$ cat src/rtl/swire_pkg.sv
package swire_pkg;

  // Controller phases, in the order a packet visits them
  typedef enum logic [2:0] {
    ST_IDLE = 3'd0,  // waiting for a 0-then-1 start edge
    ST_HDR  = 3'd1,  // collecting length and address fields
    ST_TX   = 3'd2,  // stimulus window, selected link driven
    ST_TURN = 3'd3,  // one released cycle before listening
    ST_RX   = 3'd4,  // response window, selected link sampled
    ST_DONE = 3'd5   // completion pulse
  } swr_state_e;

endpackage

$ cat src/rtl/swire_rst_sync.sv
module swire_rst_sync #(
  parameter int STAGES = 2
) (
  input  logic clk,
  input  logic arst_n,
  output logic srst_n
);

  logic [STAGES-1:0] sync_q;

  // Assertion is immediate, release ripples through STAGES flops
  always_ff @(posedge clk or negedge arst_n) begin
    if (!arst_n) sync_q <= '0;
    else         sync_q <= {sync_q[STAGES-2:0], 1'b1};
  end

  assign srst_n = sync_q[STAGES-1];

endmodule

$ cat src/rtl/swire_hdr_shift.sv
module swire_hdr_shift #(
  parameter int HDR_W = 12,
  localparam int CNT_W = $clog2(HDR_W + 1)
) (
  input  logic             clk,
  input  logic             rst_n,
  input  logic             en,
  input  logic             bit_vld,
  input  logic             bit_in,
  output logic             done,
  output logic [HDR_W-1:0] word
);

  logic [HDR_W-1:0] sh_q, sh_d;
  logic [CNT_W-1:0] cnt_q, cnt_d;
  logic             take;

  assign take = en && bit_vld;
  assign done = take && (cnt_q == CNT_W'(HDR_W - 1));
  assign word = {sh_q[HDR_W-2:0], bit_in};

  always_comb begin
    sh_d  = sh_q;
    cnt_d = cnt_q;
    if (!en) begin
      cnt_d = '0;
    end else if (take) begin
      sh_d  = {sh_q[HDR_W-2:0], bit_in};
      cnt_d = done ? '0 : cnt_q + 1'b1;
    end
  end

  always_ff @(posedge clk or negedge rst_n) begin
    if (!rst_n) begin
      sh_q  <= '0;
      cnt_q <= '0;
    end else begin
      sh_q  <= sh_d;
      cnt_q <= cnt_d;
    end
  end

endmodule

$ cat src/rtl/swire_link_demux.sv
module swire_link_demux #(
  parameter int SEL_W = 4,
  localparam int NLINK = 1 << SEL_W
) (
  input  logic [SEL_W-1:0] sel,
  input  logic             tx_en,
  input  logic             tx_bit,
  input  logic [NLINK-1:0] link_in,
  output logic [NLINK-1:0] link_drv,
  output logic [NLINK-1:0] link_oe,
  output logic             rx_bit
);

  for (genvar g = 0; g < NLINK; g++) begin : g_link
    logic hit;
    assign hit         = (sel == SEL_W'(g));
    assign link_oe[g]  = tx_en && hit;
    assign link_drv[g] = tx_en && hit && tx_bit;
  end

  assign rx_bit = link_in[sel];

endmodule

$ cat src/rtl/swire_router.sv
module swire_router
  import swire_pkg::*;
#(
  parameter int LEN_W  = 4,
  parameter int ADDR_W = 4,
  localparam int NLINK = 1 << ADDR_W
) (
  input  logic             clk,
  input  logic             rst_n,
  input  logic             host_in_bit,
  input  logic             host_in_vld,
  output logic             host_out_bit,
  output logic             host_out_vld,
  output logic             host_done,
  output logic [NLINK-1:0] link_drv,
  output logic [NLINK-1:0] link_oe,
  input  logic [NLINK-1:0] link_in
);

  localparam int HDR_W = 2 * LEN_W + ADDR_W;

  logic              srst_n;
  swr_state_e        state_q, state_d;
  logic              prev_q, prev_d;
  logic [LEN_W-1:0]  rlen_q, rlen_d;
  logic [ADDR_W-1:0] sel_q, sel_d;
  logic [LEN_W-1:0]  cnt_q, cnt_d;
  logic              txb_q, txb_d;

  logic              hdr_done;
  logic [HDR_W-1:0]  hdr_word;
  logic [LEN_W-1:0]  f_tlen, f_rlen;
  logic [ADDR_W-1:0] f_addr;
  logic              rx_bit;
  logic              in_tx, in_rx;

  swire_rst_sync #(.STAGES(2)) u_rst (
    .clk    (clk),
    .arst_n (rst_n),
    .srst_n (srst_n)
  );

  swire_hdr_shift #(.HDR_W(HDR_W)) u_hdr (
    .clk     (clk),
    .rst_n   (srst_n),
    .en      (state_q == ST_HDR),
    .bit_vld (host_in_vld),
    .bit_in  (host_in_bit),
    .done    (hdr_done),
    .word    (hdr_word)
  );

  // Field order on the wire: stimulus length, response length, address
  assign f_tlen = hdr_word[HDR_W-1 -: LEN_W];
  assign f_rlen = hdr_word[ADDR_W+LEN_W-1 -: LEN_W];
  assign f_addr = hdr_word[ADDR_W-1:0];

  assign in_tx = (state_q == ST_TX);
  assign in_rx = (state_q == ST_RX);

  swire_link_demux #(.SEL_W(ADDR_W)) u_demux (
    .sel      (sel_q),
    .tx_en    (in_tx),
    .tx_bit   (txb_q),
    .link_in  (link_in),
    .link_drv (link_drv),
    .link_oe  (link_oe),
    .rx_bit   (rx_bit)
  );

  assign host_out_vld = in_rx;
  assign host_out_bit = in_rx && rx_bit;
  assign host_done    = (state_q == ST_DONE);

  // Next-state logic
  always_comb begin
    state_d = state_q;
    prev_d  = prev_q;
    rlen_d  = rlen_q;
    sel_d   = sel_q;
    cnt_d   = cnt_q;
    txb_d   = txb_q;
    unique case (state_q)
      ST_IDLE: begin
        if (host_in_vld) begin
          prev_d = host_in_bit;
          if (!prev_q && host_in_bit) state_d = ST_HDR;
        end
      end
      ST_HDR: begin
        if (hdr_done) begin
          rlen_d = f_rlen;
          sel_d  = f_addr;
          cnt_d  = f_tlen;
          txb_d  = 1'b0;
          if (f_tlen != '0)      state_d = ST_TX;
          else if (f_rlen != '0) state_d = ST_TURN;
          else                   state_d = ST_DONE;
        end
      end
      ST_TX: begin
        if (cnt_q == '0) begin
          state_d = (rlen_q != '0) ? ST_TURN : ST_DONE;
        end else if (host_in_vld) begin
          txb_d = host_in_bit;
          cnt_d = cnt_q - 1'b1;
        end
      end
      ST_TURN: begin
        cnt_d   = rlen_q;
        state_d = ST_RX;
      end
      ST_RX: begin
        cnt_d = cnt_q - 1'b1;
        if (cnt_q == LEN_W'(1)) state_d = ST_DONE;
      end
      ST_DONE: begin
        prev_d  = 1'b1;
        state_d = ST_IDLE;
      end
      default: state_d = ST_IDLE;
    endcase
  end

  // State registers
  always_ff @(posedge clk or negedge srst_n) begin
    if (!srst_n) begin
      state_q <= ST_IDLE;
      prev_q  <= 1'b1;
      rlen_q  <= '0;
      sel_q   <= '0;
      cnt_q   <= '0;
      txb_q   <= 1'b0;
    end else begin
      state_q <= state_d;
      prev_q  <= prev_d;
      rlen_q  <= rlen_d;
      sel_q   <= sel_d;
      cnt_q   <= cnt_d;
      txb_q   <= txb_d;
    end
  end

endmodule

$ cat config.mk
export PLATFORM = sky130hd
export DESIGN_NAME = swire_router
export DESIGN_NICKNAME = d
export VERILOG_FILES = /design/src/rtl/swire_pkg.sv /design/src/rtl/swire_rst_sync.sv /design/src/rtl/swire_hdr_shift.sv /design/src/rtl/swire_link_demux.sv /design/src/rtl/swire_router.sv
export SDC_FILE = /design/constraint.sdc
export NUM_CORES = 1
export LEC_CHECK = 0
export BUFFER_PORTS_ARGS = -buffer_cell sky130_fd_sc_hd__buf_2
export CAP_MARGIN = 20
export CORE_MARGIN = 1
export CORE_UTILIZATION = 53
export CTS_CLUSTER_DIAMETER = 100
export DETAILED_ROUTE_END_ITERATION = 10
export PLACE_DENSITY = 0.8
export SLEW_MARGIN = 0
export SYNTH_ARGS = -nofsm -noshare
export SYNTH_HDL_FRONTEND = slang
export SYNTH_SLANG_ARGS = --single-unit
export TNS_END_PERCENT = 5
$ cat constraint.sdc
create_clock -name clk -period 1.8 [get_ports clk]
set_input_delay 0 -clock clk [delete_from_list [all_inputs] [get_ports clk]]
set_output_delay 0 -clock clk [all_outputs]
set_load 0.02 [all_outputs]
== Word level (Yosys, flattened, before mapping) ==
Index checks and enable logic that the tools add are counted.

* Add/sub/neg operators: 2
* Multiply operators: 0
* Div/mod/pow operators: 0
* Magnitude comparators: 1
* Equality and inequality tests: 30
* Shift-type cells: 0
* Multiplexer cells: 23
* Bitwise operators: 0
* Reductions and logical operators: 52

{| class="wikitable"
|+ Operators by type and width
! cell !! number
|-
| $eq 4x4->1 const B || 9
|-
| $logic_and 1x1->1 || 36
|-
| $mux 3 || 8
|-
| $mux 4 || 6
|-
| $eq 4x3->1 const B || 4
|-
| $pmux 4 s4 || 1
|-
| $reduce_bool 4->1 || 4
|-
| $pmux 3 s5 || 1
|-
| $ne 2x2->1 const B || 7
|-
| $eq 4x1->1 const B || 2
|-
| $eq 4x2->1 const B || 2
|-
| $logic_not 4->1 || 2
|-
| $reduce_and 4->1 || 2
|-
| $eq 3x2->1 const B || 2
|-
| $eq 3x3->1 const B || 2
|-
| $reduce_and 2->1 || 3
|-
| $lt 4x5->1 const B || 1
|-
| $reduce_and 5->1 || 1
|-
| $add 4x1->4 const B || 1
|-
| $bmux 1 s4 || 1
|-
| $mux 1 || 4
|-
| $pmux 1 s2 || 2
|-
| $reduce_bool 2->1 || 2
|-
| $sub 4x1->4 const B || 1
|-
| other kinds (4) || 4
|}

* Bits in registers: 34
* Bits in latches: 0
* Bits in writable memories: 0
* Memory bits (read-only): 0
* Input bits: 20
* Output and inout port bits: 35
* Word-level logic and storage cells: 117
* Memories kept: 0

== Depth between registers and ports, before layout ==
Gate-level depths: netlist (run 1).

* Depth in word-level cells: 6
* Mapped depth: 6
* Mapped depth without buffers: 6

== By module ==
From an unflattened synthesis (run 1), not the netlist that was laid out.

* Cells, all modules: 217
* Area total of the unflattened synthesis: 2244.7 µm²

{| class="wikitable"
|+ Modules (own cells, without submodules)
! module !! instances !! cells each !! area an instance (µm²) !! seq. area each (µm²)
|-
| swire_router || 1 || 108 || 1149.9 || 426.7
|-
| swire_hdr_shift || 1 || 48 || 680.7 || 375.4
|-
| swire_link_demux || 1 || 58 || 360.3 || 0.0
|-
| swire_rst_sync || 1 || 3 || 53.8 || 50.0
|}

== Worst setup path before layout (run 1) ==
OpenSTA, ideal clock, no wires.

* Path type: reg2reg
* Start point: reg cnt_q[0]
* End point: reg cnt_q[2]
* Library setup time: 0.128 ns
* Arrival time: 1.742 ns
* Required time: 1.672 ns
* Setup slack: -0.069 ns
* Stages on the path, launching flop included: 7
* Period minus slack after synthesis: 1.869 ns
* Path through: dfrtp_1 -> inv_1 -> ha_1 -> or3b_1 -> a32o_1 -> nor2_2 -> mux2_1

* Cells in the longest elaborated chain, start to end: 4
* Elaborated cells on any way between the ends: 7
* Those cells by class: add/sub: 1; eq/ne: 1; mux: 3; reduce/logical: 2

{| class="wikitable"
|+ Ends and longest elaborated chain
! element !! RTL line !! source
|-
| from (decl) || swire_router.sv:27 || <nowiki>logic [LEN_W-1:0] cnt_q, cnt_d;</nowiki>
|-
| from (signal assigned) || swire_router.sv:139 || <nowiki>cnt_q <= cnt_d;</nowiki>
|-
| $sub 4x1->4 || swire_router.sv:106, swire_router.sv:114 ||
|-
| $mux 4 || swire_router.sv:104 || <nowiki>end else if (host_in_vld) begin</nowiki>
|-
| $mux 4 || swire_router.sv:102 || <nowiki>if (cnt_q == '0) begin</nowiki>
|-
| $pmux 4 s4 || swire_router.sv:83 || <nowiki>unique case (state_q)</nowiki>
|}

Several ways; a longest one is shown, not always the timed one. The select of a mux whose other input is x is not followed.
A chain may end at the register's enable or synchronous reset.

== Worst setup path in the final report (run 1) ==
* Start point: reg sel_q[0]
* End point: out host_out_bit

* Cells in the longest elaborated chain, start to end: 3

{| class="wikitable"
|+ Ends and longest elaborated chain
! element !! RTL line !! source
|-
| from (decl) || swire_router.sv:26 || <nowiki>logic [ADDR_W-1:0] sel_q, sel_d;</nowiki>
|-
| from (signal assigned) || swire_router.sv:138 || <nowiki>sel_q <= sel_d;</nowiki>
|-
| $bmux 1 s4 || swire_link_demux.sv:21 || <nowiki>assign rx_bit = link_in[sel];</nowiki>
|-
| $mux 1 (implied by the code) || swire_link_demux.sv:21 ||
|-
| $logic_and 1x1->1 || swire_router.sv:72 || <nowiki>assign host_out_bit = in_rx && rx_bit;</nowiki>
|-
| to (decl) || swire_router.sv:12 || <nowiki>output logic host_out_bit,</nowiki>
|}

Every way passes these cells. The select of a mux whose other input is x is not followed.

==> metrics.txt, run 1 <==
# TYPE chip_impl_metric gauge
chip_impl_metric{name="synth_nets",unit=""} 234
chip_impl_metric{name="post_synthesis_sequential_area_ratio",unit="%"} 40.0
chip_impl_metric{name="power.density",unit="nW/um^2"} 1460
chip_impl_metric{name="drc_errors",unit=""} 0
chip_impl_metric{name="synthesis.area_per_instance",unit="sq um"} 10.1
chip_impl_metric{name="post_drt_wl_per_cell",unit="microns"} 15.4
chip_impl_metric{name="grt_pass1_wl",unit="microns"} 8110
chip_impl_metric{name="path_clk_slew",unit="ns"} 0.07
chip_impl_info{name="synthMostInstantiatedCell",value="nor2_1"} 1
chip_impl_metric{name="fin_worst_hold_slack",unit="ns"} 0.0301
chip_impl_metric{name="cts_max_path_buffers",unit=""} 2
chip_impl_metric{name="placedCellCount",unit=""} 315
chip_impl_info{name="synth_ff_type",value="dfrtp_1"} 1
chip_impl_metric{name="fin_crit_sh",unit="%"} 110
chip_impl_metric{name="hold_violations",unit=""} 0
chip_impl_metric{name="cts_num_sinks",unit=""} 34
chip_impl_metric{name="synthesis.area",unit="sq um"} 2130
chip_impl_metric{name="worst-endpoint-arrival",unit="ns"} 1.99
chip_impl_info{name="rr_startpoint",value="cnt_q[0]$_DFFE_PN0P_"} 1
chip_impl_metric{name="antenna-diode-count",unit=""} 0
chip_impl_metric{name="grt_antenna_before_repair",unit=""} 0
chip_impl_metric{name="route.vias.total",unit=""} 1842
chip_impl_metric{name="start_util",unit="%"} 56.9
chip_impl_metric{name="leakage",unit="uW"} 0.00132
chip_impl_metric{name="synth.top_cell.area_share",unit="%"} 38.8
chip_impl_info{name="post_synth_most_frequent_cells",value="nor2_1 (38), dfrtp_1 (33), mux2_2 (15)"} 1
chip_impl_metric{name="cts_post_setup_buffers_inserted",unit=""} 0
chip_impl_metric{name="clk_latency",unit="ns"} 0.29
chip_impl_info{name="start_kind",value="flop"} 1
chip_impl_metric{name="cts_buffers",unit=""} 5
chip_impl_metric{name="ys_async_sr_fraction",unit="%"} 100
chip_impl_metric{name="rows",unit=""} 22
chip_impl_metric{name="layout-area-overhead-vs-synth",unit="%"} 27.5
chip_impl_metric{name="detailedPlacementHpwl",unit="microns"} 3620
chip_impl_metric{name="totalWireLength",unit="microns"} 4990
chip_impl_metric{name="max-vdd-ir-drop",unit="uV"} 1090
chip_impl_info{name="setup.worst_path.end_class",value="primary output"} 1
chip_impl_info{name="post_synth_main_area_contributors",value="dfrtp_1 (39%), mux2_2 (7.9%), nor2_1 (6.7%), mux4_2 (3.2%), mux2i_1 (2.8%)"} 1
chip_impl_metric{name="fin_skew",unit="ns"} 0.00376
chip_impl_info{name="violations",value="negative setup slack"} 1
chip_impl_metric{name="dp_worst_setup_slack",unit="ns"} -0.00940
chip_impl_metric{name="drt_iter0_markers",unit=""} 139
chip_impl_metric{name="design.portCount",unit=""} 55
chip_impl_metric{name="finalCriticalPeriod",unit="ns"} 1.99
chip_impl_metric{name="timing.final.setup_violations",unit=""} 4
chip_impl_metric{name="drive_gt1_share",unit="%"} 43.5
chip_impl_info{name="yosysTopAreaCell",value="dfrtp_1"} 1
chip_impl_metric{name="die_x",unit="microns"} 65.4
chip_impl_metric{name="final_report_max_slew_violation_count",unit=""} 0
chip_impl_metric{name="io_buffers",unit=""} 54
chip_impl_metric{name="synth_edf_count",unit=""} 0
chip_impl_info{name="worst_hold_path_type",value="input port to async pin"} 1
chip_impl_metric{name="fin_setup_tns",unit="ns"} -0.241
chip_impl_metric{name="rr_worst_depth",unit=""} 6
chip_impl_metric{name="crit_path_max_fanout",unit=""} 5
chip_impl_metric{name="setup.reg_to_reg.worst_slack",unit="ns"} -0.04
chip_impl_info{name="rsz0062_at_grt",value="yes"} 1
chip_impl_metric{name="core_ar",unit="sq um"} 3740
chip_impl_info{name="worst_r2r_endpoint",value="state_q[1]$_DFFE_PN0P_"} 1
chip_impl_metric{name="post_drt_via_cell_ratio",unit=""} 5.69
chip_impl_info{name="cts_tree",value="built"} 1
chip_impl_metric{name="synth_cell_types",unit=""} 56
chip_impl_metric{name="globalRoute.totalOverflow",unit=""} 0
chip_impl_metric{name="postSynthCellCount",unit=""} 210
chip_impl_metric{name="layout.nets",unit=""} 299
chip_impl_metric{name="first_pass_iteration_count_of_the_detailed_router",unit=""} 4
chip_impl_metric{name="ctsHtreeMaxLevel",unit=""} 2
chip_impl_metric{name="gpl.final_weighted_congestion",unit=""} 0.801
chip_impl_metric{name="fmax",unit="GHz"} 0.503
chip_impl_metric{name="die_height",unit="microns"} 65.4
chip_impl_metric{name="total_number_of_yosys_warnings",unit=""} 0
chip_impl_metric{name="synth_seq_cells",unit=""} 34
chip_impl_metric{name="drv_cap",unit=""} 0
chip_impl_metric{name="post_layout_nonfiller_instances",unit=""} 324
chip_impl_metric{name="grt_max_degree",unit=""} 33
chip_impl_info{name="setup_cp_type",value="flop to primary output"} 1
chip_impl_info{name="status",value="finished with violations"} 1
chip_impl_metric{name="filler_cell_count",unit=""} 261
chip_impl_metric{name="overall_die_area",unit="sq um"} 4280
chip_impl_metric{name="post-route-worst-setup-slack",unit="ns"} -0.186
chip_impl_metric{name="critical_path_required",unit="ns"} 1.80
chip_impl_metric{name="ant_nets",unit=""} 0
chip_impl_metric{name="first_global_vias",unit=""} 1725
chip_impl_metric{name="grtUsageTotal",unit="%"} 25.0
chip_impl_info{name="clockRootBuffer",value="clkbuf_8"} 1
[report_power, final]
group,switching (uW),internal [uW],leakage (uW)
clock,280,591,0.0000714
sequential,290,1030,0.000429
combinational,864,916,0.000816
total,1430,2540,0.00132
[cell usage in the layout (no fill, tap or decap), drive strengths merged, types with 3 or more instances in the layout]
cell type  netlist  routed
inv              6       6
ha               4       4
buf              7      70
clkbuf           6       6
nand2b           7       7
o21ai            6       6
nand2            7       7
mux2            19      19
nand3b           5       5
or3b             3       3
nor2            39      39
mux4             5       5
nor3             7       7
a21oi            5       5
mux2i            6       6
nor2b            3       3
dfrtp           33      33
nor3b            3       3
[cells by family after synthesis]
group | count (synthesis) | share of synthesized area, %
buffers and inverters | 19 | 4.05
AND/OR/NAND/NOR | 90 | 23.3
flip-flops | 34 | 40.0
XOR/XNOR | 2 | 0.823
multiplexers | 30 | 18.5
AO/OA/AOI/OAI | 30 | 10.8
adder cells (fa/ha/maj) | 4 | 2.35
other | 1 | 0.176
[routing by layer]
layer | GRT usage (%) | vias up | share of wire [%]
li1 | - | 888 | -
met4 | 7.88 | 0 | 0.76
met5 | 0 | - | 0
met1 | 33.9 | 915 | 44
met3 | 4.51 | 4 | 3.1
met2 | 40.6 | 35 | 52
[critical path, stage by stage (launching register included)]
cell     delay (ns)
dfrtp_2        0.45
mux4_2         0.52
mux4_2         0.46
and2_4         0.15
buf_6          0.12
[state kept, by name, indices dropped and copies added, names as in the netlist]
register / count
u_rst.sync_q: 2
u_hdr.sh_q: 11
cnt_q: 4
u_hdr.cnt_q: 4
rlen_q: 4
sel_q: 4
state_q: 3
txb_q: 1
prev_q: 1
[how the worst max path moves through the flow]
stage                          from                    to  slack, ns  depth (start not counted)
5_1_grt        sel_q[0]$_DFFE_PN0P_          host_out_bit      -0.26                          4
3_3_place_gp   sel_q[0]$_DFFE_PN0P_          host_out_bit       0.04                          4
3_5_place_dp   sel_q[0]$_DFFE_PN0P_          host_out_bit     -0.009                          4
6_report       sel_q[0]$_DFFE_PN0P_          host_out_bit      -0.19                          4
2_1_floorplan  cnt_q[0]$_DFFE_PN0P_  cnt_q[2]$_DFFE_PN0P_      0.009                          6
4_1_cts        sel_q[0]$_DFFE_PN0P_          host_out_bit      -0.20                          4
[repair_timing]
action,4_1_cts,5_1_grt
hold buffers,1,0
endpoints found under the hold margin,2,0
resized for setup,9,6
setup endpoints to repair,35,40
pin swaps,2,1
[stage by stage]
stage / power [uW] / instance area [sq um] / util [%]
after detailed placement: 3020 / 2530 / 67.5
after global routing: 4220 / 2720 / 72.5
after global placement: 2960 / 2530 / 67.5
after CTS: 3920 / 2690 / 71.8
final: 3970 / 2720 / 72.5
after floorplan: 2540 / 2140 / -
[final cells by class]
class	count	area (sq um)	area share (%)
flip-flops and latches	34	856	31.5
repair buffers	71	407	15.0
clock buffers	6	82.6	3.04
inverters	6	22.5	0.829
multi-input cells	157	1230	45.2
well taps	48	60.1	2.21
clock inverters	2	60.1	2.21
(Power assumes the default switching activity.)
==> inputs of run 2 (changes only) <==
--- a/config.mk
+++ b/config.mk
@@ -5,13 +5,14 @@
 export SDC_FILE = /design/constraint.sdc
 export NUM_CORES = 1
 export LEC_CHECK = 0
+export ABC_AREA = 1
 export BUFFER_PORTS_ARGS = -buffer_cell sky130_fd_sc_hd__buf_2
 export CAP_MARGIN = 20
 export CORE_MARGIN = 1
-export CORE_UTILIZATION = 53
+export CORE_UTILIZATION = 47
 export CTS_CLUSTER_DIAMETER = 100
 export DETAILED_ROUTE_END_ITERATION = 10
-export PLACE_DENSITY = 0.8
+export PLACE_DENSITY = 0.72
 export SLEW_MARGIN = 0
 export SYNTH_ARGS = -nofsm -noshare
 export SYNTH_HDL_FRONTEND = slang
==> metrics.txt, run 2 <==
# TYPE chip_impl_metric gauge
chip_impl_metric{name="core_ar",unit="sq um"} 4380
chip_impl_metric{name="synthesis.area_per_instance",unit="sq um"} 6.83
chip_impl_metric{name="intPower",unit="uW"} 1820
chip_impl_metric{name="post_drt_via_cell_ratio",unit=""} 4.95
chip_impl_metric{name="finalCriticalPeriod",unit="ns"} 1.67
chip_impl_info{name="status",value="completed"} 1
chip_impl_info{name="synthMostInstantiatedCell",value="nand2_1"} 1
chip_impl_metric{name="cts_num_sinks",unit=""} 34
chip_impl_info{name="post_synth_main_area_contributors",value="dfrtp_1 (38%), nand2_1 (21%), nor2_1 (6.3%), inv_1 (5.0%), nand3_1 (4.2%)"} 1
chip_impl_metric{name="post-layout-total-power",unit="uW"} 3140
chip_impl_info{name="critPathSlowestCell",value="dfrtp_1"} 1
chip_impl_metric{name="detailedPlacementHpwl",unit="microns"} 3620
chip_impl_metric{name="power.density",unit="nW/um^2"} 1200
chip_impl_info{name="rsz0062_at_grt",value="yes"} 1
chip_impl_metric{name="grtUsageTotal",unit="%"} 21.3
chip_impl_metric{name="cts_post_setup_buffers_inserted",unit=""} 0
chip_impl_metric{name="drv_cap",unit=""} 0
chip_impl_info{name="setup.worst_path.end_class",value="primary output"} 1
chip_impl_info{name="cts_tree",value="built"} 1
chip_impl_metric{name="die_x",unit="microns"} 69.8
chip_impl_info{name="synth_ff_type",value="dfrtp_1"} 1
chip_impl_metric{name="synth_seq_cells",unit=""} 34
chip_impl_metric{name="path_clk_slew",unit="ns"} 0.07
chip_impl_metric{name="route.vias.total",unit=""} 2120
chip_impl_metric{name="timing.final.setup_violations",unit=""} 0
chip_impl_metric{name="placedCellCount",unit=""} 419
chip_impl_metric{name="layout-area-overhead-vs-synth",unit="%"} 21.0
chip_impl_metric{name="fin_skew",unit="ns"} 0.00196
chip_impl_metric{name="globalRoute.totalOverflow",unit=""} 0
chip_impl_metric{name="ctsHtreeMaxLevel",unit=""} 2
chip_impl_metric{name="first_global_vias",unit=""} 1933
chip_impl_metric{name="io_buffers",unit=""} 54
chip_impl_info{name="layout.cells.most_common",value="nand2_1"} 1
chip_impl_metric{name="largest_register_ff_count",unit=""} 11
chip_impl_metric{name="net-switching-power",unit="uW"} 1320
chip_impl_metric{name="crit_path_max_fanout",unit=""} 9
chip_impl_metric{name="drt_iter0_markers",unit=""} 85
chip_impl_metric{name="pwr-share-seq",unit="%"} 35.9
chip_impl_metric{name="fin_worst_hold_slack",unit="ns"} 0.00703
chip_impl_metric{name="grt_pass1_wl",unit="microns"} 8390
chip_impl_metric{name="layout.nets",unit=""} 399
chip_impl_metric{name="postSynthCellCount",unit=""} 316
chip_impl_info{name="setup_cp_type",value="flop to primary output"} 1
chip_impl_info{name="post_synth_most_frequent_cells",value="nand2_1 (120), nor2_1 (36), dfrtp_1 (33)"} 1
chip_impl_info{name="top_register",value="u_hdr.sh_q"} 1
chip_impl_metric{name="synth_cell_types",unit=""} 27
chip_impl_info{name="layout.cells.most_common_list",value="nand2_1 (118), buf_2 (54), nor2_1 (36), dfrtp_1 (33), inv_1 (29)"} 1
chip_impl_metric{name="cts_max_path_buffers",unit=""} 2
chip_impl_metric{name="drive_gt1_share",unit="%"} 24.7
chip_impl_metric{name="synth_edf_count",unit=""} 0
chip_impl_info{name="clockRootBuffer",value="clkbuf_8"} 1
chip_impl_metric{name="post_layout_nonfiller_instances",unit=""} 428
chip_impl_metric{name="ant_nets",unit=""} 0
chip_impl_metric{name="grt_antenna_before_repair",unit=""} 0
chip_impl_info{name="start_kind",value="flop"} 1
chip_impl_metric{name="final_core_util",unit="%"} 59.6
chip_impl_info{name="worst_hold_path_type",value="input port to flop"} 1
chip_impl_metric{name="clk_latency",unit="ns"} 0.29
chip_impl_metric{name="post_drt_wl_per_cell",unit="microns"} 11.0
chip_impl_metric{name="worst-endpoint-arrival",unit="ns"} 1.67
chip_impl_metric{name="antenna-diode-count",unit=""} 0
chip_impl_metric{name="rows",unit=""} 24
chip_impl_metric{name="synth.top_cell.area_share",unit="%"} 38.2
chip_impl_metric{name="design.portCount",unit=""} 55
chip_impl_metric{name="leakage",unit="uW"} 0.00143
chip_impl_metric{name="critical_path.max_stage_delay",unit="ns"} 0.41
chip_impl_metric{name="cts_buffers",unit=""} 5
chip_impl_metric{name="critical_path_required",unit="ns"} 1.80
chip_impl_metric{name="first_pass_iteration_count_of_the_detailed_router",unit=""} 4
chip_impl_metric{name="max-vdd-ir-drop",unit="uV"} 742
chip_impl_metric{name="fmax",unit="GHz"} 0.599
chip_impl_metric{name="hold_violations",unit=""} 0
chip_impl_metric{name="totalWireLength",unit="microns"} 4700
chip_impl_metric{name="dp_worst_setup_slack",unit="ns"} 0.351
chip_impl_metric{name="overall_die_area",unit="sq um"} 4870
chip_impl_metric{name="post_synthesis_sequential_area_ratio",unit="%"} 39.5
chip_impl_metric{name="grt_max_degree",unit=""} 33
chip_impl_info{name="cp_top_family",value="simple AND/OR/NAND/NOR gates"} 1
chip_impl_metric{name="comb_power_share",unit="%"} 41.7
chip_impl_info{name="path_cells",value="inv_2, nand3_4, inv_4, nand2_1, nor3_1, buf_2"} 1
chip_impl_info{name="yosysTopAreaCell",value="dfrtp_1"} 1
chip_impl_metric{name="clockPowerShare",unit="%"} 22.4
chip_impl_metric{name="drc_errors",unit=""} 0
chip_impl_metric{name="ys_async_sr_fraction",unit="%"} 100
chip_impl_metric{name="post-route-worst-setup-slack",unit="ns"} 0.131
chip_impl_metric{name="final_report_max_slew_violation_count",unit=""} 0
chip_impl_metric{name="synth_nets",unit=""} 340
chip_impl_metric{name="critPathBufInv",unit=""} 3
chip_impl_metric{name="setup.reg_to_reg.worst_slack",unit="ns"} 0.32
chip_impl_metric{name="die_height",unit="microns"} 69.8
chip_impl_metric{name="gpl.final_weighted_congestion",unit=""} 0.842
chip_impl_metric{name="total_number_of_yosys_warnings",unit=""} 0
chip_impl_metric{name="p_sw_share",unit="%"} 42.0
chip_impl_metric{name="fin_crit_sh",unit="%"} 92.7
chip_impl_metric{name="start_util",unit="%"} 49.3
chip_impl_metric{name="synthesis.area",unit="sq um"} 2160
[run 2: timing repair]
item	in CTS	in global routing
endpoints found under the setup margin	0	9
hold buffers	1	0
endpoints found under the hold margin	2	0
gates resized for setup	0	2
[run 2: cell families (layout without fill, tap and decap cells)]
group / after synthesis / count (layout) / share of synthesized area [%]
AOI/OAI and AO/OA: 27 / 27 / 8.17
adders and majority gates: 4 / 4 / 2.32
DFF: 34 / 34 / 39.5
other: 1 / 1 / 0.174
buffers and inverters: 42 / 102 / 8.05
and+or+nand+nor: 205 / 205 / 40.6
xor gates and xnor gates: 3 / 3 / 1.22
[run 2: final cells by class]
type,instances,area (sq um)
Sequential cell,34,852
Clock inverter,3,45.0
Timing Repair Buffer,58,303
Multi-Input combinational cell,240,1140
Tap cell,52,65.1
Inverter,36,140
Clock buffer,5,68.8
Fill cell,411,1770
[run 2: worst paths after layout]
path,start,end,cells after the start
setup / recovery,state_q[2]$_DFFE_PN0P_,link_drv[2],6
hold / removal,host_in_bit,u_hdr.sh_q[0]$_DFFE_PN0P_,3
setup reg to reg,cnt_q[0]$_DFFE_PN0P_,cnt_q[2]$_DFFE_PN0P_,9
hold reg to reg,u_rst.sync_q[1]$_DFF_PN0_,u_hdr.sh_q[0]$_DFFE_PN0P_,1
max in group asynchronous,u_rst.sync_q[1]$_DFF_PN0_,prev_q$_DFFE_PN1P_,1
min in group asynchronous,rst_n,u_rst.sync_q[1]$_DFF_PN0_,2
[run 2: per-layer routing]
| metal | GRT usage (%) | routed length (microns) | vias up |
|---|---|---|---|
| met2 | 34.5 | 2130 | 56 |
| li1 | - | - | 1103 |
| met3 | 5.81 | 275 | 4 |
| met1 | 28.3 | 2260 | 957 |
| met5 | 0 | 0 | - |
| met4 | 5.11 | 38 | 0 |
[run 2: metrics by stage]
| stage | cell area, sq um | TNS (ns) |
|---|---|---|
| floorplan | 2160 | 0 |
| global placement | 2480 | 0 |
| detailed placement | 2480 | 0 |
| CTS | 2610 | 0 |
| global route | 2610 | -0.0884 |
| finish | 2610 | 0 |
[run 2: worst reg2reg max path, cell delays in order (launching register included)]
cell and delay [ns]:
dfrtp_1 0.40, inv_1 0.15, ha_1 0.17, nand3_1 0.11
nor2_1 0.19, inv_1 0.07, o21ai_1 0.10, nor2_2 0.08
nand2_1 0.06, nand2_1 0.05
[run 2: power by group through the flow]
stage,combinational (uW),clock [uW],sequential (uW)
after floorplan,1030,0,1120
after global placement,1280,0,1140
after detailed placement,1310,0,1140
after CTS,1320,719,1130
after global routing,1520,754,1150
final,1310,703,1130
